<file path="config.mk">
export PLATFORM = sky130hd
export DESIGN_NAME = mw_eeprom_ctrl
export DESIGN_NICKNAME = d
export VERILOG_FILES = /design/src/rtl/mw_pkg.sv /design/src/rtl/mw_tick.sv /design/src/rtl/mw_engine.sv /design/src/rtl/mw_seq.sv /design/src/rtl/mw_eeprom_ctrl.sv
export SDC_FILE = /design/constraint.sdc
export NUM_CORES = 1
export LEC_CHECK = 0
export BUFFER_PORTS_ARGS = -buffer_cell sky130_fd_sc_hd__buf_2
export CORE_UTILIZATION = 50
export CTS_CLUSTER_DIAMETER = 30
export DETAILED_ROUTE_END_ITERATION = 8
export HOLD_SLACK_MARGIN = 0.03
export PLACE_DENSITY = 0.72
export SYNTH_ARGS = -nofsm -noshare
export SYNTH_HDL_FRONTEND = slang
export SYNTH_SLANG_ARGS = --single-unit
</file>
<file path="constraint.sdc">
create_clock -name clk -period 2.2 [get_ports clk]
set_input_delay 0.11 -clock clk [delete_from_list [all_inputs] [get_ports clk]]
set_output_delay 0.11 -clock clk [all_outputs]
set_load 0.02 [all_outputs]
</file>
<file path="src/rtl/mw_pkg.sv">
`timescale 1ns/1ps
// Package: shared codes and state types for the serial EEPROM controller.
// Assumes a 3-bit command code whose leading bit is always 1.
package mw_pkg;
    localparam logic [2:0]  CMD_READ  = 3'b110;
    localparam logic [2:0]  CMD_WRITE = 3'b101;
    localparam logic [2:0]  CMD_EXT   = 3'b100;
    localparam logic [1:0]  EXT_WDIS  = 2'b00;
    localparam logic [1:0]  EXT_FILL  = 2'b01;
    localparam logic [1:0]  EXT_CLEAR = 2'b10;
    localparam logic [1:0]  EXT_WEN   = 2'b11;
    localparam logic [15:0] WIDE_SIG  = 16'h8129;

    typedef enum logic [3:0] {
        E_IDLE, E_CSLO, E_CSHI, E_OLO, E_OHI, E_GAP, E_IHI, E_ILO, E_POLL, E_END
    } eng_st_e;

    typedef enum logic [1:0] {S_IDLE, S_ISSUE, S_WAIT} seq_st_e;

    typedef enum logic [2:0] {J_READ, J_WRITE, J_PROBE, J_FILL, J_CLEAR} job_e;

    typedef enum logic [2:0] {K_RD, K_WEN, K_WR, K_POLL, K_WDIS, K_ALL} kind_e;
endpackage

</file>
<file path="src/rtl/mw_tick.sv">
`timescale 1ns/1ps
// Module: step timer. Raises tick on the last clock of every DIV-clock step.
// Assumes restart holds the count at zero so the first step is a full DIV long.
module mw_tick #(
    parameter int DIV = 4
) (
    input  logic clk,
    input  logic rst_n,
    input  logic restart,
    output logic tick
);
    localparam int CW = (DIV > 1) ? $clog2(DIV) : 1;

    logic [CW-1:0] cnt;

    assign tick = (cnt == CW'(DIV - 1));

    // Count clocks within the current step; wrap on tick.
    always_ff @(posedge clk) begin
        if (!rst_n || restart || tick) cnt <= '0;
        else                           cnt <= cnt + 1'b1;
    end
endmodule

</file>
<file path="src/rtl/mw_engine.sv">
`timescale 1ns/1ps
// Module: bit engine. Runs one select period: select low, select high, shift out
// out_len bits MSB first, optionally clock in RXW bits, or poll ee_do until it
// reads 1 or POLL_LIMIT samples pass, then drop select. Every state lasts one
// DIV-clock step. Assumes start is given only while idle.
module mw_engine
    import mw_pkg::*;
#(
    parameter int DIV        = 4,
    parameter int POLL_LIMIT = 20000,
    parameter int FW         = 27,
    parameter int RXW        = 16
) (
    input  logic                       clk,
    input  logic                       rst_n,
    input  logic                       start,
    input  logic                       poll_mode,
    input  logic                       rx_en,
    input  logic [$clog2(FW+1)-1:0]    out_len,
    input  logic [FW-1:0]              out_bits,
    input  logic                       ee_do,
    output logic                       fin,
    output logic                       timed_out,
    output logic [RXW-1:0]             rx_word,
    output logic                       ee_cs,
    output logic                       ee_sk,
    output logic                       ee_di
);
    localparam int LW = $clog2(FW + 1);
    localparam int PW = $clog2(POLL_LIMIT + 1);
    localparam int IW = $clog2(RXW + 1);

    eng_st_e         state;
    logic            tick;
    logic [FW-1:0]   shreg;
    logic [LW-1:0]   left;
    logic [IW-1:0]   rx_left;
    logic [PW-1:0]   polls;
    logic            pmode;
    logic            rxen;

    mw_tick #(.DIV(DIV)) u_tick (
        .clk     (clk),
        .rst_n   (rst_n),
        .restart (state == E_IDLE),
        .tick    (tick)
    );

    // Pin values follow the state alone.
    always_comb begin
        ee_cs = !(state inside {E_IDLE, E_CSLO, E_END});
        ee_sk = (state == E_OHI) || (state == E_IHI);
        ee_di = ((state == E_OLO) || (state == E_OHI)) && shreg[FW-1];
    end

    assign fin = (state == E_END) && tick;

    // Step through the select period, one state per tick.
    always_ff @(posedge clk) begin
        if (!rst_n) begin
            state     <= E_IDLE;
            shreg     <= '0;
            left      <= '0;
            rx_left   <= '0;
            polls     <= '0;
            pmode     <= 1'b0;
            rxen      <= 1'b0;
            timed_out <= 1'b0;
            rx_word   <= '0;
        end else if (state == E_IDLE) begin
            if (start) begin
                state     <= E_CSLO;
                shreg     <= out_bits;
                left      <= out_len;
                pmode     <= poll_mode;
                rxen      <= rx_en;
                polls     <= '0;
                rx_left   <= IW'(RXW);
                timed_out <= 1'b0;
            end
        end else if (tick) begin
            case (state)
                E_CSLO: state <= E_CSHI;
                E_CSHI: begin
                    if (pmode)            state <= E_POLL;
                    else if (left != '0)  state <= E_OLO;
                    else                  state <= E_GAP;
                end
                E_OLO: state <= E_OHI;
                E_OHI: begin
                    shreg <= {shreg[FW-2:0], 1'b0};
                    left  <= left - 1'b1;
                    state <= (left == LW'(1)) ? E_GAP : E_OLO;
                end
                E_GAP: state <= rxen ? E_IHI : E_END;
                E_IHI: begin
                    rx_word <= {rx_word[RXW-2:0], ee_do};
                    rx_left <= rx_left - 1'b1;
                    state   <= E_ILO;
                end
                E_ILO: state <= (rx_left == '0) ? E_END : E_IHI;
                E_POLL: begin
                    if (ee_do) begin
                        state <= E_END;
                    end else if (polls == PW'(POLL_LIMIT - 1)) begin
                        timed_out <= 1'b1;
                        state     <= E_END;
                    end else begin
                        polls <= polls + 1'b1;
                    end
                end
                E_END:   state <= E_IDLE;
                default: state <= E_IDLE;
            endcase
        end
    end
endmodule

</file>
<file path="src/rtl/mw_seq.sv">
`timescale 1ns/1ps
// Module: operation sequencer. Takes a host or test request, walks its list of
// select periods (read: one; write, fill, clear: enable, command, poll,
// disable), builds each frame in 6- or 8-bit address form and records the
// results. Assumes the engine raises fin once per started select period.
module mw_seq
    import mw_pkg::*;
#(
    parameter int AW  = 8,
    parameter int NAW = 6,
    parameter int DW  = 16,
    parameter int FW  = 3 + AW + DW
) (
    input  logic                    clk,
    input  logic                    rst_n,
    input  logic                    req_valid,
    input  logic [1:0]              req_op,
    input  logic [AW-1:0]           req_addr,
    input  logic [DW-1:0]           req_wdata,
    input  logic                    tst_valid,
    input  logic                    tst_erase,
    input  logic                    eng_fin,
    input  logic                    eng_tmo,
    input  logic [DW-1:0]           eng_rx,
    output logic                    eng_start,
    output logic                    eng_poll,
    output logic                    eng_rx_en,
    output logic [$clog2(FW+1)-1:0] eng_len,
    output logic [FW-1:0]           eng_bits,
    output logic                    busy,
    output logic                    done,
    output logic                    err,
    output logic [DW-1:0]           rdata,
    output logic                    wide_addr
);
    localparam int LW = $clog2(FW + 1);

    seq_st_e        st;
    job_e           job;
    logic [1:0]     idx;
    logic [AW-1:0]  addr_q;
    logic [DW-1:0]  data_q;
    logic           tmo_q;
    kind_e          kind;
    logic           last;
    logic           use_wide;
    logic [2:0]     code;
    logic [AW-1:0]  a_wide;
    logic [NAW-1:0] a_nar;
    logic [DW-1:0]  dat;
    logic           has_dat;

    // Pick the select period for this job and step index.
    always_comb begin
        kind = K_RD;
        last = 1'b1;
        if (job != J_READ && job != J_PROBE) begin
            last = (idx == 2'd3);
            case (idx)
                2'd0:    kind = K_WEN;
                2'd1:    kind = (job == J_WRITE) ? K_WR : K_ALL;
                2'd2:    kind = K_POLL;
                default: kind = K_WDIS;
            endcase
        end
    end

    // Build the frame fields for the current select period.
    always_comb begin
        code    = CMD_EXT;
        a_wide  = '0;
        a_nar   = '0;
        dat     = '0;
        has_dat = 1'b0;
        case (kind)
            K_RD: begin
                code   = CMD_READ;
                a_wide = addr_q;
                a_nar  = addr_q[NAW-1:0];
            end
            K_WR: begin
                code    = CMD_WRITE;
                a_wide  = addr_q;
                a_nar   = addr_q[NAW-1:0];
                dat     = data_q;
                has_dat = 1'b1;
            end
            K_WEN: begin
                a_wide = {EXT_WEN, {(AW-2){1'b0}}};
                a_nar  = {EXT_WEN, {(NAW-2){1'b0}}};
            end
            K_ALL: begin
                if (job == J_FILL) begin
                    a_wide  = {EXT_FILL, {(AW-2){1'b0}}};
                    a_nar   = {EXT_FILL, {(NAW-2){1'b0}}};
                    dat     = data_q;
                    has_dat = 1'b1;
                end else begin
                    a_wide = {EXT_CLEAR, {(AW-2){1'b0}}};
                    a_nar  = {EXT_CLEAR, {(NAW-2){1'b0}}};
                end
            end
            default: begin
                a_wide = '0;
                a_nar  = '0;
            end
        endcase
    end

    // Assemble the left-aligned frame and its length for the engine.
    always_comb begin
        use_wide  = (job == J_PROBE) || wide_addr;
        eng_poll  = (kind == K_POLL);
        eng_rx_en = (kind == K_RD);
        if (eng_poll) begin
            eng_bits = '0;
            eng_len  = '0;
        end else if (use_wide) begin
            eng_bits = {code, a_wide, dat};
            eng_len  = LW'(3 + AW) + (has_dat ? LW'(DW) : LW'(0));
        end else begin
            eng_bits = {code, a_nar, dat, {(AW-NAW){1'b0}}};
            eng_len  = LW'(3 + NAW) + (has_dat ? LW'(DW) : LW'(0));
        end
    end

    assign eng_start = (st == S_ISSUE);
    assign busy      = (st != S_IDLE);

    // Accept requests, step through the list, record the results.
    always_ff @(posedge clk) begin
        if (!rst_n) begin
            st        <= S_IDLE;
            job       <= J_READ;
            idx       <= '0;
            addr_q    <= '0;
            data_q    <= '0;
            tmo_q     <= 1'b0;
            done      <= 1'b0;
            err       <= 1'b0;
            rdata     <= '0;
            wide_addr <= 1'b0;
        end else begin
            done <= 1'b0;
            case (st)
                S_IDLE: begin
                    if (req_valid) begin
                        case (req_op)
                            2'd1:    job <= J_WRITE;
                            2'd2:    job <= J_PROBE;
                            default: job <= J_READ;
                        endcase
                        addr_q <= (req_op == 2'd2) ? '0 : req_addr;
                        data_q <= req_wdata;
                        idx    <= '0;
                        tmo_q  <= 1'b0;
                        err    <= 1'b0;
                        st     <= S_ISSUE;
                    end else if (tst_valid) begin
                        job    <= tst_erase ? J_CLEAR : J_FILL;
                        addr_q <= '0;
                        data_q <= req_wdata;
                        idx    <= '0;
                        tmo_q  <= 1'b0;
                        err    <= 1'b0;
                        st     <= S_ISSUE;
                    end
                end
                S_ISSUE: st <= S_WAIT;
                S_WAIT: begin
                    if (eng_fin) begin
                        if (kind == K_POLL) tmo_q <= eng_tmo;
                        if (last) begin
                            st   <= S_IDLE;
                            done <= 1'b1;
                            err  <= tmo_q;
                            if (job == J_READ || job == J_PROBE) rdata <= eng_rx;
                            if (job == J_PROBE) wide_addr <= (eng_rx == DW'(WIDE_SIG));
                        end else begin
                            idx <= idx + 1'b1;
                            st  <= S_ISSUE;
                        end
                    end
                end
                default: st <= S_IDLE;
            endcase
        end
    end
endmodule

</file>
<file path="src/rtl/mw_eeprom_ctrl.sv">
`timescale 1ns/1ps
// Module: top of the serial EEPROM controller. Joins the sequencer, which
// decides what to send, with the bit engine, which drives the pins.
// Assumes ee_do is already synchronous to clk.
module mw_eeprom_ctrl
    import mw_pkg::*;
#(
    parameter int DIV        = 4,
    parameter int POLL_LIMIT = 20000,
    parameter int AW         = 8,
    parameter int NAW        = 6,
    parameter int DW         = 16
) (
    input  logic          clk,
    input  logic          rst_n,
    input  logic          req_valid,
    input  logic [1:0]    req_op,
    input  logic [AW-1:0] req_addr,
    input  logic [DW-1:0] req_wdata,
    input  logic          tst_valid,
    input  logic          tst_erase,
    output logic          busy,
    output logic          done,
    output logic          err,
    output logic [DW-1:0] rdata,
    output logic          wide_addr,
    output logic          ee_cs,
    output logic          ee_sk,
    output logic          ee_di,
    input  logic          ee_do
);
    localparam int FW = 3 + AW + DW;
    localparam int LW = $clog2(FW + 1);

    logic          eng_start;
    logic          eng_poll;
    logic          eng_rx_en;
    logic [LW-1:0] eng_len;
    logic [FW-1:0] eng_bits;
    logic          eng_fin;
    logic          eng_tmo;
    logic [DW-1:0] eng_rx;

    mw_seq #(.AW(AW), .NAW(NAW), .DW(DW), .FW(FW)) u_seq (
        .clk       (clk),
        .rst_n     (rst_n),
        .req_valid (req_valid),
        .req_op    (req_op),
        .req_addr  (req_addr),
        .req_wdata (req_wdata),
        .tst_valid (tst_valid),
        .tst_erase (tst_erase),
        .eng_fin   (eng_fin),
        .eng_tmo   (eng_tmo),
        .eng_rx    (eng_rx),
        .eng_start (eng_start),
        .eng_poll  (eng_poll),
        .eng_rx_en (eng_rx_en),
        .eng_len   (eng_len),
        .eng_bits  (eng_bits),
        .busy      (busy),
        .done      (done),
        .err       (err),
        .rdata     (rdata),
        .wide_addr (wide_addr)
    );

    mw_engine #(.DIV(DIV), .POLL_LIMIT(POLL_LIMIT), .FW(FW), .RXW(DW)) u_eng (
        .clk       (clk),
        .rst_n     (rst_n),
        .start     (eng_start),
        .poll_mode (eng_poll),
        .rx_en     (eng_rx_en),
        .out_len   (eng_len),
        .out_bits  (eng_bits),
        .ee_do     (ee_do),
        .fin       (eng_fin),
        .timed_out (eng_tmo),
        .rx_word   (eng_rx),
        .ee_cs     (ee_cs),
        .ee_sk     (ee_sk),
        .ee_di     (ee_di)
    );
endmodule

</file>
==> Implementation_results.wiki, run 1 <==
{| class="wikitable"
! Metric !! Value
|-
| Result of the run || complete, no violations
|-
| Cell row count || 39
|-
| Clock Latency Late Sink || 0.42 ns
|-
| Max Transition Viols Final || 0
|-
| Routed via count divided by cell count || 5.921
|-
| Share of synthesized registers carrying an async set or reset || 0
|-
| Remaining global-route overflow || 0
|-
| Design area || 7637 um^2
|-
| Hold-critical path depth || 4
|-
| Final HPWL DP || 10290 um
|-
| DRC errors left || 0
|-
| Count of inserted antenna diode cells || 0
|-
| Cell total after placement || between 900 and 1000
|-
| H-Tree Level Count || 4
|-
| Chip Width || 112.5 um
|-
| Crit path setup slack, layout || 0.08560 ns
|-
| Worst-case setup slack after placement || -0.01791 ns
|-
| Total of fill cells in the finished design || 948
|-
| Clock Skew || roughly 0.0072 ns
|-
| Terminating pin of the worst hold path || u_seq.job[1]$_SDFFE_PN0P_
|-
| Pin count of the biggest net entering global routing || 66
|-
| Routed length per instance || around 16 um
|-
| Leading register cell type out of synthesis || sky130_fd_sc_hd__dfxtp_1
|-
| Depth of the worst register-to-register path || 7
|-
| Total number of nets in the final design || 854
|-
| Launching element type of the critical path || register
|-
| Leak || 0.003105 uW
|-
| Initial antenna violation count || 0
|-
| Clock Path Buffers || 2
|-
| Internal reg-to-reg setup slack || around 0.086 ns
|-
| Number of buffers created by CTS || 17
|-
| Final sum of negative setup slack || 0 ns
|-
| Period utilisation layout || 0.9611
|-
| Global-route wire length before repair || 26090 um
|-
| Synth warnings || 0
|-
| IR drop worst, VDD || 649.2 uV
|-
| Core region area || 11660 um^2
|-
| Synthesized flop and latch total || 128
|-
| Cell area power density || 877.4 nW/um^2
|-
| Overall die height || 112.5 um
|-
| Count of nets left with antenna violations after detail routing || 0
|-
| Placement-stage cell area || roughly 6700 um^2
|-
| Iteration count of the initial detailed-routing pass || 5
|-
| Count of vias placed by the detailed router || 5726
|-
| Shortest period the worst path allows || roughly 2.1 ns
|-
| Kind of critical path || register to register
|-
| Distinct cell type count after synthesis || 74
|-
| Sequential-to-total area share from yosys stat || 0.4200
|-
| Mean cell area of the mapped netlist || 8.557 um^2
|-
| Achievable frequency || 0.4729 GHz
|-
| Layout cell share with drive strength beyond 1 || 0.1978
|-
| Worst flop-to-flop path endpoint || u_eng.polls[6]$_SDFFE_PN0P_
|-
| Count of max-cap constraint violations || 0
|-
| Pin slew with the least headroom to its limit || between 0.6 and 0.7 ns
|-
| Number of synthesized flops with an enable pin || 0
|-
| Net Count, Synth || 756
|-
| Routed WL || approximately 16000 um
|-
| Clock Tree Root || sky130_fd_sc_hd__clkbuf_16
|-
| First element of the critical path || u_eng.polls[1]$_SDFFE_PN0P_
|-
| Critical path peak fanout || 6
|-
| Max-slew headroom || 0.5542
|-
| Post-synthesis cell count || 713
|-
| Area growth from synthesis to final layout || 25.18%
|-
| Hold path startpoint || tst_erase
|-
| Arrival time at the worst endpoint || between 2 and 2.5 ns
|-
| Initial standard-cell utilization of the core || 0.5231
|-
| Port buffer count || 54
|-
| DRT iter0 DRCs || 307
|-
| Final instance count without filler cells || 967
|-
| RD Place Congestion || 0.8653
|-
| Clock-pin slew on the worst setup and hold paths || 0.06 ns
|-
| Clock tree from TritonCTS || yes
|-
| Die area || 12650 um^2
|-
| Number of endpoints with negative hold slack in the final report || 0
|-
| Vias in the first global route || about 5500
|-
| Sink Count || 128
|-
| Path category of the worst min-delay check || input port to register
|-
| All-Layer GR Usage || 0.2568
|-
| Final count of negative-setup-slack endpoints || 0
|-
| I/O pin count || 55
|-
| Required time of the critical path || 2.55 ns
|-
| Worst hold-check slack || 0.08127 ns
|-
| Critical register-to-register path startpoint || u_eng.polls[1]$_SDFFE_PN0P_
|-
| Nature of the critical path endpoint || register
|-
| Synth Cell Area || 6101 um^2
|}
==> power breakdown <==
group          internal, uW  total, uW  switching, uW  leakage [uW]
Clock                  1650       2700           1050      0.000276
Sequential             2480       2610            128       0.00104
Combinational           530       1390            864       0.00179
==> kinds of logic (layout without fill, tap and decap cells) <==
logic type	count (synthesis)	count (layout)	synth area share
and+or+nand+nor	249	249	0.2149
AOI/OAI and AO/OA	200	200	0.2082
DFF	128	128	0.4200
buffers and inverters	71	182	0.04676
muxes	49	49	0.08039
adders and majority gates	11	11	0.02256
xor gates and xnor gates	5	5	0.007179
==> synth_stat cells, drive strengths merged (8+ instances only) <==
| library cell | n | share of area |
|---|---|---|
| inv | 24 | 0.015 |
| ha | 11 | 0.023 |
| a21oi | 69 | 0.057 |
| mux2i | 49 | 0.080 |
| buf | 10 | 0.0090 |
| dfxtp | 128 | 0.42 |
| o21ai | 42 | 0.034 |
| nand2 | 67 | 0.041 |
| a22oi | 10 | 0.012 |
| or4 | 8 | 0.010 |
| nand3 | 10 | 0.0082 |
| clkbuf | 36 | 0.022 |
| o211ai | 16 | 0.020 |
| or3 | 9 | 0.0092 |
| nor2 | 82 | 0.053 |
| a31oi | 9 | 0.0092 |
| and3 | 13 | 0.013 |
==> worst max-delay path, stage by stage (launching register included) <==
cell and delay, ns:
sky130_fd_sc_hd__dfxtp_1 0.34, sky130_fd_sc_hd__ha_1 0.20, sky130_fd_sc_hd__nor4bb_2 0.33, sky130_fd_sc_hd__a41oi_2 0.26, sky130_fd_sc_hd__o211ai_1 0.46, sky130_fd_sc_hd__buf_4 0.22, sky130_fd_sc_hd__o21ai_0 0.09, sky130_fd_sc_hd__a21oi_1 0.14
==> through the flow <==
stage | util | total power (uW)
after floorplan | - | 3540
after global placement | 0.5726 | 3919
after detailed placement | 0.5726 | 3959
after CTS | 0.6454 | 6691
after global routing | 0.6549 | 6994
final | 0.6549 | 6701
==> registers in the layout, indices dropped and copies added (netlist names), 3 cells and up <==
| register | count |
|---|---|
| u_seq.rdata | 16 |
| u_seq.addr_q | 8 |
| u_eng.state | 4 |
| u_seq.job | 3 |
| u_seq.data_q | 16 |
| u_eng.shreg | 27 |
| u_eng.rx_left | 5 |
| u_eng.left | 5 |
| u_eng.polls | 15 |
| u_eng.rx_word | 16 |
==> how the worst max path moves through the flow <==
stage,depth (start not counted),to
floorplan,8,u_eng.shreg[11]$_SDFFE_PN0P_
global placement,8,u_eng.shreg[21]$_SDFFE_PN0P_
detailed placement,8,u_eng.shreg[21]$_SDFFE_PN0P_
CTS,8,u_eng.shreg[20]$_SDFFE_PN0P_
global route,7,u_eng.polls[8]$_SDFFE_PN0P_
finish,7,u_eng.polls[6]$_SDFFE_PN0P_
==> cell usage in the layout (no fill, tap or decap), types with 5 or more instances in the layout <==
cell type,netlist,layout
sky130_fd_sc_hd__or4_1,7,7
sky130_fd_sc_hd__o21ai_0,40,40
sky130_fd_sc_hd__dfxtp_1,128,127
sky130_fd_sc_hd__o31ai_1,5,5
sky130_fd_sc_hd__nor3_1,6,5
sky130_fd_sc_hd__buf_4,0,45
sky130_fd_sc_hd__clkbuf_16,0,17
sky130_fd_sc_hd__and3_1,13,13
sky130_fd_sc_hd__nor3b_1,5,5
sky130_fd_sc_hd__o32ai_1,7,7
sky130_fd_sc_hd__o211ai_1,16,16
sky130_fd_sc_hd__nand4_1,5,5
sky130_fd_sc_hd__mux2i_1,49,49
sky130_fd_sc_hd__nand2b_1,5,5
sky130_fd_sc_hd__a21oi_1,69,69
sky130_fd_sc_hd__inv_1,24,24
sky130_fd_sc_hd__a22oi_1,10,9
sky130_fd_sc_hd__a31oi_1,9,9
sky130_fd_sc_hd__dlygate4sd3_1,0,26
sky130_fd_sc_hd__ha_1,11,9
sky130_fd_sc_hd__nand2_1,67,67
sky130_fd_sc_hd__buf_2,8,54
sky130_fd_sc_hd__or3_1,9,9
sky130_fd_sc_hd__nor2_1,79,79
sky130_fd_sc_hd__nand3_1,10,10
==> layout make-up <==
type | count | area (um^2) | area share
tap | 143 | 178.9 | 0.02343
sequential | 128 | 2566 | 0.3360
inverter | 25 | 93.84 | 0.01229
timing repair buffer | 125 | 868.3 | 0.1137
multi-input combinational | 514 | 3353 | 0.4391
clock buffer | 21 | 470.5 | 0.06160
clock inverter | 11 | 106.4 | 0.01393
==> metal layers <==
layer | wire (um) | global-route usage
met3 | 719 | 0.05454
met1 | 7041 | 0.3235
met2 | 7566 | 0.4356
met5 | 0 | 0
met4 | 233 | 0.08889
==> what timing repair did <==
| action | 4_1_cts | 5_1_grt |
|---|---|---|
| pin swaps | 1 | 4 |
| hold buffers | 26 | 0 |
| hold endpoints to repair | 26 | 0 |
| setup endpoints to repair | 14 | 37 |
| buffers inserted | 0 | 3 |
| gates resized for setup | 2 | 18 |
Power figures use the tool's default switching activity.
==> run 2, diff against run 1 <==
--- a/config.mk
+++ b/config.mk
@@ -7,6 +7,7 @@
 export LEC_CHECK = 0
 export BUFFER_PORTS_ARGS = -buffer_cell sky130_fd_sc_hd__buf_2
 export CORE_UTILIZATION = 50
+export CTS_BUF_LIST = sky130_fd_sc_hd__clkbuf_16
 export CTS_CLUSTER_DIAMETER = 30
 export DETAILED_ROUTE_END_ITERATION = 8
 export HOLD_SLACK_MARGIN = 0.03
==> run 2 against run 1 <==
Effect of this change: maximum frequency down 1.4%; non-clock buffer count down 2; register-to-register slack worse by 0.03 ns; combinational power about the same; cell area down 0.61%; routed wire length down 0.18%; worst setup slack worse by 0.030 ns; clock-buffer cell count down 4; flip-flop and latch count unchanged.
==> Implementation_results.wiki, run 2 (synthesis results as in run 1) <==
{| class="wikitable"
! Metric !! Value
|-
| Placement-stage cell area || about 6700 um^2
|-
| Clock tree from TritonCTS || yes
|-
| I/O pin count || 55
|-
| Initial antenna violation count || 0
|-
| H-Tree Level Count || 4
|-
| Sink Count || around 130
|-
| Leak || 0.003080 uW
|-
| Number of endpoints with negative hold slack in the final report || 0
|-
| Core region area || 11660 um^2
|-
| Routed length per instance || 16.10 um
|-
| Port buffer count || 54
|-
| Cell row count || 39
|-
| Iteration count of the initial detailed-routing pass || 5
|-
| Vias in the first global route || 5522
|-
| RD Place Congestion || approximately 0.87
|-
| Cell family contributing the most delay on the critical path || simple AND/OR/NAND/NOR gates
|-
| Global-route wire length before repair || between 20000 and 30000 um
|-
| Max-slew headroom || 0.5619
|-
| Clock Tree Root || sky130_fd_sc_hd__clkbuf_16
|-
| Count of vias placed by the detailed router || around 5700
|-
| Count of inserted antenna diode cells || 0
|-
| IR drop worst, VDD || 649.2 uV
|-
| Overall die height || 112.5 um
|-
| Area of all sequential standard cells || approximately 2600 um^2
|-
| Buf+Inv Stages, Crit Path || 3
|-
| Nature of the critical path endpoint || register
|-
| Routed via count divided by cell count || 5.895
|-
| Result of the run || complete, no violations
|-
| Max Transition Viols Final || 0
|-
| Area of combinational cells with multiple inputs || between 3000 and 4000 um^2
|-
| Pin count of the biggest net entering global routing || 66
|-
| Most common library cell in the layout ignoring fill and taps || sky130_fd_sc_hd__dfxtp_1
|-
| Design area || around 7600 um^2
|-
| Highest-count cells in the layout ignoring fill and taps || sky130_fd_sc_hd__dfxtp_1, sky130_fd_sc_hd__nor2_1, sky130_fd_sc_hd__a21oi_1
|-
| Number of buffers created by CTS || 17
|-
| Cell area power density || ~870 nW/um^2
|-
| Register ranked first by flip-flop count || u_eng.shreg
|-
| Remaining global-route overflow || 0
|-
| Die area || 12650 um^2
|-
| Largest register FFs || 27
|-
| Total number of nets in the final design || 852
|-
| Kind of critical path || register to register
|-
| Slowest cell on crit path || sky130_fd_sc_hd__dfxtp_1
|-
| Total of fill cells in the finished design || 951
|-
| DRC errors left || 0
|-
| Shortest period the worst path allows || approximately 2.1 ns
|-
| Routed WL || 15530 um
|-
| Chip Width || 112.5 um
|-
| Critical path peak fanout || 10
|-
| Initial standard-cell utilization of the core || 0.5231
|-
| Clock-pin slew on the worst setup and hold paths || approximately 0.060 ns
|-
| Clock Skew || 0.008978 ns
|-
| Count of nets left with antenna violations after detail routing || 0
|-
| Longest individual stage delay on the worst path || around 0.36 ns
|-
| Arrival time at the worst endpoint || 2.48 ns
|-
| Count of max-cap constraint violations || 0
|-
| Pin slew with the least headroom to its limit || between 0.6 and 0.7 ns
|-
| DRT iter0 DRCs || 289
|-
| Cell with the most instances on the worst path || sky130_fd_sc_hd__buf_4
|-
| Final HPWL DP || 10290 um
|-
| Clock Latency Late Sink || 0.42 ns
|-
| Final count of negative-setup-slack endpoints || 0
|-
| Layout cell share with drive strength beyond 1 || 0.1934
|-
| Crit-path cells || buf_4 -> ha_1 -> nor4b_2 -> a211oi_2 -> buf_4 -> nor4_2 -> buf_4 -> o21ai_0 -> a31oi_1
|-
| Achievable frequency || 0.4663 GHz
|-
| Required time of the critical path || between 2 and 3 ns
|-
| All-Layer GR Usage || 0.2564
|-
| Final sum of negative setup slack || 0 ns
|-
| Launching element type of the critical path || register
|-
| Period utilisation layout || 0.9748
|-
| Clock Path Buffers || 2
|-
| Path category of the worst min-delay check || input port to register
|-
| Area growth from synthesis to final layout || 24.43%
|}
run 2: changes by cell type in the layout (fill, tap and decap cells not counted), sizes merged:
cell	delta
clkinv	+3
buf	-2
clkbuf	-4
inv	+1
run 2: final timing paths:
kind / depth (start not counted) / startpoint / slack (ns) / end
max reg2reg: 9 / u_seq.idx[0]$_SDFFE_PN0P_ / 0.06 / u_eng.shreg[2]$_SDFFE_PN0P_
min reg2reg: 1 / u_eng.u_tick.cnt[0]$_SDFF_PP0_ / 0.44 / u_eng.u_tick.cnt[0]$_SDFF_PP0_
max: 9 / u_seq.idx[0]$_SDFFE_PN0P_ / 0.06 / u_eng.shreg[2]$_SDFFE_PN0P_
min: 4 / tst_erase / 0.08 / u_seq.job[1]$_SDFFE_PN0P_
run 2: metal layers:
metal | part of all wire | wire (um) | GRT usage
met3 | 0.046 | 717 | 0.05616
met4 | 0.013 | 208 | 0.07822
met5 | 0 | 0 | 0
met1 | 0.45 | 7007 | 0.3239
met2 | 0.49 | 7602 | 0.4373
run 2: area by class of cell:
type / instances / area share
inverter: 25 / 0.01236
tap: 143 / 0.02357
multi-input combinational: 514 / 0.4416
clock buffer: 17 / 0.05604
sequential: 128 / 0.3381
timing repair buffer: 123 / 0.1124
clock inverter: 15 / 0.01599
run 2: report_power, final:
part	total (uW)	switching, uW	internal (uW)	leakage [uW]
Clock	2590	1050	1540	0.000263
Combinational	1400	868	530	0.00178
Sequential	2610	129	2480	0.00104
Total	6600	2050	4550	0.00308
run 2: per-stage QoR:
step / total power [uW] / utilization / hold slack, ns / std cells / setup WS (ns)
2_1_floorplan: 3540 / - / 0.2460 / 713 / 0.02434
3_3_place_gp: 3919 / 0.5726 / 0.3451 / 906 / 0.06795
3_5_place_dp: 3959 / 0.5726 / 0.3532 / 906 / -0.01791
4_1_cts: 6574 / 0.6428 / 0.07346 / 964 / 0.01328
5_1_grt: 6881 / 0.6509 / 0.09545 / 965 / -0.03727
6_report: 6600 / 0.6509 / 0.07872 / 965 / 0.05538
run 2: repair_timing:
item | CTS | global route
setup buffers | 0 | 1
endpoints found under the setup margin | 13 | 35
hold buffers | 26 | 0
hold endpoints to repair | 26 | 0
gates resized for setup | 2 | 17
pin swaps | 0 | 4
run 2: worst reg2reg max path, stage by stage, from the launching register on:
cell                       delay [ns]
sky130_fd_sc_hd__dfxtp_1         0.36
sky130_fd_sc_hd__buf_4           0.13
sky130_fd_sc_hd__ha_1            0.21
sky130_fd_sc_hd__nor4b_2         0.25
sky130_fd_sc_hd__a211oi_2        0.10
sky130_fd_sc_hd__buf_4           0.18
sky130_fd_sc_hd__nor4_2          0.29
sky130_fd_sc_hd__buf_4           0.22
sky130_fd_sc_hd__o21ai_0         0.11
sky130_fd_sc_hd__a31oi_1         0.20
==> run 3, diff against run 2 <==
--- a/config.mk
+++ b/config.mk
@@ -6,12 +6,14 @@
 export NUM_CORES = 1
 export LEC_CHECK = 0
 export BUFFER_PORTS_ARGS = -buffer_cell sky130_fd_sc_hd__buf_2
+export CORE_MARGIN = 2
 export CORE_UTILIZATION = 50
 export CTS_BUF_LIST = sky130_fd_sc_hd__clkbuf_16
 export CTS_CLUSTER_DIAMETER = 30
 export DETAILED_ROUTE_END_ITERATION = 8
+export GPL_ROUTABILITY_DRIVEN = 0
 export HOLD_SLACK_MARGIN = 0.03
-export PLACE_DENSITY = 0.72
+export PLACE_DENSITY_LB_ADDON = 0.15
 export SYNTH_ARGS = -nofsm -noshare
 export SYNTH_HDL_FRONTEND = slang
 export SYNTH_SLANG_ARGS = --single-unit
==> run 3 against run 2 <==
Effect of this change: register-to-register slack hardly changed; die area increased by 3.6%; critical endpoint is now u_eng.polls[6]$_SDFFE_PN0P_; largest cell class unchanged; combinational power is 5% higher; routed wire length rose by 1.7%.
==> Implementation_results.wiki, run 3 (synthesis results as in run 1) <==
{| class="wikitable"
! Metric !! Value
|-
| Result of the run || complete, no violations
|-
| Highest-count cells in the layout ignoring fill and taps || sky130_fd_sc_hd__dfxtp_1, sky130_fd_sc_hd__nor2_1, sky130_fd_sc_hd__a21oi_1
|-
| Cell row count || 40
|-
| Switching share of power || 0.3055
|-
| Slowest cell on crit path || sky130_fd_sc_hd__or4_4
|-
| Iteration count of the initial detailed-routing pass || 5
|-
| Pin count of the biggest net entering global routing || 39
|-
| H-Tree Level Count || 4
|-
| Final HPWL DP || 10530 um
|-
| Launching element type of the critical path || register
|-
| Count of max-cap constraint violations || 0
|-
| DRC errors left || 0
|-
| Chip Width || 114.5 um
|-
| Crit-path cells || or4_4 -> nor2_4 -> o211ai_1 -> buf_4 -> or3_1 -> a21oi_2
|-
| Part of the total power dissipated in the clock network || 0.415
|-
| Global-route wire length before repair || between 20000 and 30000 um
|-
| Critical register-to-register path startpoint || u_eng.state[0]$_SDFFE_PN0P_
|-
| Buf+Inv Stages, Crit Path || 1
|-
| Final sum of negative setup slack || 0 ns
|-
| Sequential fraction of design power || 0.376
|-
| Clock Skew || approximately 0.0087 ns
|-
| Clock tree from TritonCTS || yes
|-
| Sink Count || 128
|-
| Number of endpoints with negative hold slack in the final report || 0
|-
| I/O pin count || 55
|-
| Required time of the critical path || 2.56 ns
|-
| Total number of nets in the final design || ~860
|-
| Switching power of the nets || 2139 uW
|-
| Final instance count without filler cells || slightly below 1000
|-
| Kind of critical path || register to register
|-
| Vias in the first global route || about 5400
|-
| Remaining global-route overflow || 0
|-
| Clock Latency Late Sink || about 0.42 ns
|-
| Routed WL || 15800 um
|-
| Pin slew with the least headroom to its limit || 0.5592 ns
|-
| Clock Tree Root || sky130_fd_sc_hd__clkbuf_16
|-
| Hold-critical path depth || 2
|-
| Initial antenna violation count || 0
|-
| Setup repair after global routing missed its margin || yes
|-
| Internal reg-to-reg setup slack || 0.07 ns
|-
| Portion of total power attributed to combinational logic || 0.210
|-
| Count of inserted antenna diode cells || 0
|-
| Internal power component || 4863 uW
|-
| IR drop worst, VDD || 673.8 uV
|-
| Routed length per instance || 16.19 um
|-
| Final count of negative-setup-slack endpoints || 0
|-
| Total of fill cells in the finished design || 984
|-
| Worst flop-to-flop path endpoint || u_eng.polls[6]$_SDFFE_PN0P_
|-
| Hold path startpoint || rst_n
|-
| Achievable frequency || 0.4694 GHz
|-
| Count of vias placed by the detailed router || approximately 5700
|-
| Die area || roughly 13000 um^2
|-
| Shortest period the worst path allows || 2.130 ns
|-
| Register ranked first by flip-flop count || u_eng.shreg
|-
| Largest register FFs || 27
|-
| Path category of the worst min-delay check || input port to register
|-
| Total power draw || 7001 uW
|-
| Clock-pin slew on the worst setup and hold paths || about 0.06 ns
|-
| Layout cell share with drive strength beyond 1 || 0.2014
|-
| Max Transition Viols Final || 0
|-
| DRT iter0 DRCs || 487
|-
| Count of nets left with antenna violations after detail routing || 0
|-
| Cell family contributing the most delay on the critical path || simple AND/OR/NAND/NOR gates
|-
| Leak || 0.003139 uW
|-
| Core region area || about 12000 um^2
|-
| Terminating pin of the worst hold path || u_eng.left[0]$_SDFFE_PN0P_
|-
| Arrival time at the worst endpoint || 2.49 ns
|-
| Area growth from synthesis to final layout || 26.48%
|-
| Routed via count divided by cell count || approximately 5.8
|-
| Longest individual stage delay on the worst path || 0.63 ns
|-
| Critical path peak fanout || 7
|-
| Number of buffers created by CTS || 17
|-
| All-Layer GR Usage || 0.2504
|-
| Cell total after placement || 913
|-
| Max-slew headroom || 0.6268
|-
| Depth of the worst register-to-register path || 6
|-
| Overall die height || 114.5 um
|-
| Clock Path Buffers || 2
|-
| Initial standard-cell utilization of the core || 0.5100
|-
| Cell area power density || 907.4 nW/um^2
|-
| Most common library cell in the layout ignoring fill and taps || sky130_fd_sc_hd__dfxtp_1
|-
| Period utilisation layout || 0.9684
|-
| Port buffer count || 54
|-
| Nature of the critical path endpoint || register
|}
## run 3: stage by stage
stage | utilization | area [um^2] | setup slack, ns | hold WS, ns
after floorplan | - | 6101 | 0.02434 | 0.2460
after detailed placement | 0.5616 | 6718 | 0.01087 | 0.3578
final | 0.6451 | 7716 | 0.06952 | 0.06641
after global routing | 0.6451 | 7716 | -0.009119 | 0.05842
after global placement | 0.5616 | 6718 | 0.05852 | 0.3488
after CTS | 0.6367 | 7616 | 0.009941 | 0.05287
## run 3: worst max-delay path by stage
| stage | from | endpoint | slack [ns] | cells past startpoint |
|---|---|---|---|---|
| floorplan | u_seq.idx[1]$_SDFFE_PN0P_ | u_eng.shreg[11]$_SDFFE_PN0P_ | 0.02 | 8 |
| global placement | u_eng.state[2]$_SDFFE_PN0P_ | u_eng.state[3]$_SDFFE_PN0P_ | 0.06 | 7 |
| detailed placement | u_seq.idx[1]$_SDFFE_PN0P_ | u_eng.shreg[21]$_SDFFE_PN0P_ | 0.01 | 8 |
| CTS | u_seq.idx[1]$_SDFFE_PN0P_ | u_eng.shreg[6]$_SDFFE_PN0P_ | 0.01 | 8 |
| global route | u_seq.idx[1]$_SDFFE_PN0P_ | u_eng.shreg[13]$_SDFFE_PN0P_ | -0.009 | 9 |
| finish | u_eng.state[0]$_SDFFE_PN0P_ | u_eng.polls[6]$_SDFFE_PN0P_ | 0.07 | 6 |
## run 3: power groups by stage
stage                     clock, uW  combinational [uW]  sequential, uW
after floorplan                   0                 923            2620
after CTS                      2940                1380            2620
after detailed placement          0                1310            2670
after global placement            0                1280            2660
after global routing           3050                1620            2650
final                          2900                1470            2630
## run 3: what timing repair did
action                                  in CTS  in global routing
gates resized for setup                      4                 17
setup buffers                                1                  3
hold buffers                                26                  0
endpoints found under the setup margin      15                 33
hold endpoints to repair                    26                  0
pin swaps                                    1                  7
cloned                                       0                  1
## run 3: layer usage
metal	share of wire	routed length (um)	track usage
met1	0.47	7399	0.3394
met4	0.018	289	0.09187
met5	0	0	0
met2	0.46	7327	0.3905
met3	0.050	784	0.05770
## run 3: worst register-to-register path: cells and delay by family, from the launching register on
kind	cells	cell delay [ns]
DFF	1	0.36
and+or+nand+nor	3	1.15
AOI/OAI and AO/OA	2	0.34
buffers and inverters	1	0.23
## run 3: cell type report
class	count	area, um^2	area share
sequential	128	2565	0.3324
clock buffer	17	425.4	0.05513
multi-input combinational	514	3347	0.4338
tap	147	183.9	0.02384
timing repair buffer	130	919.6	0.1192
clock inverter	15	181.4	0.02351
inverter	25	93.84	0.01216
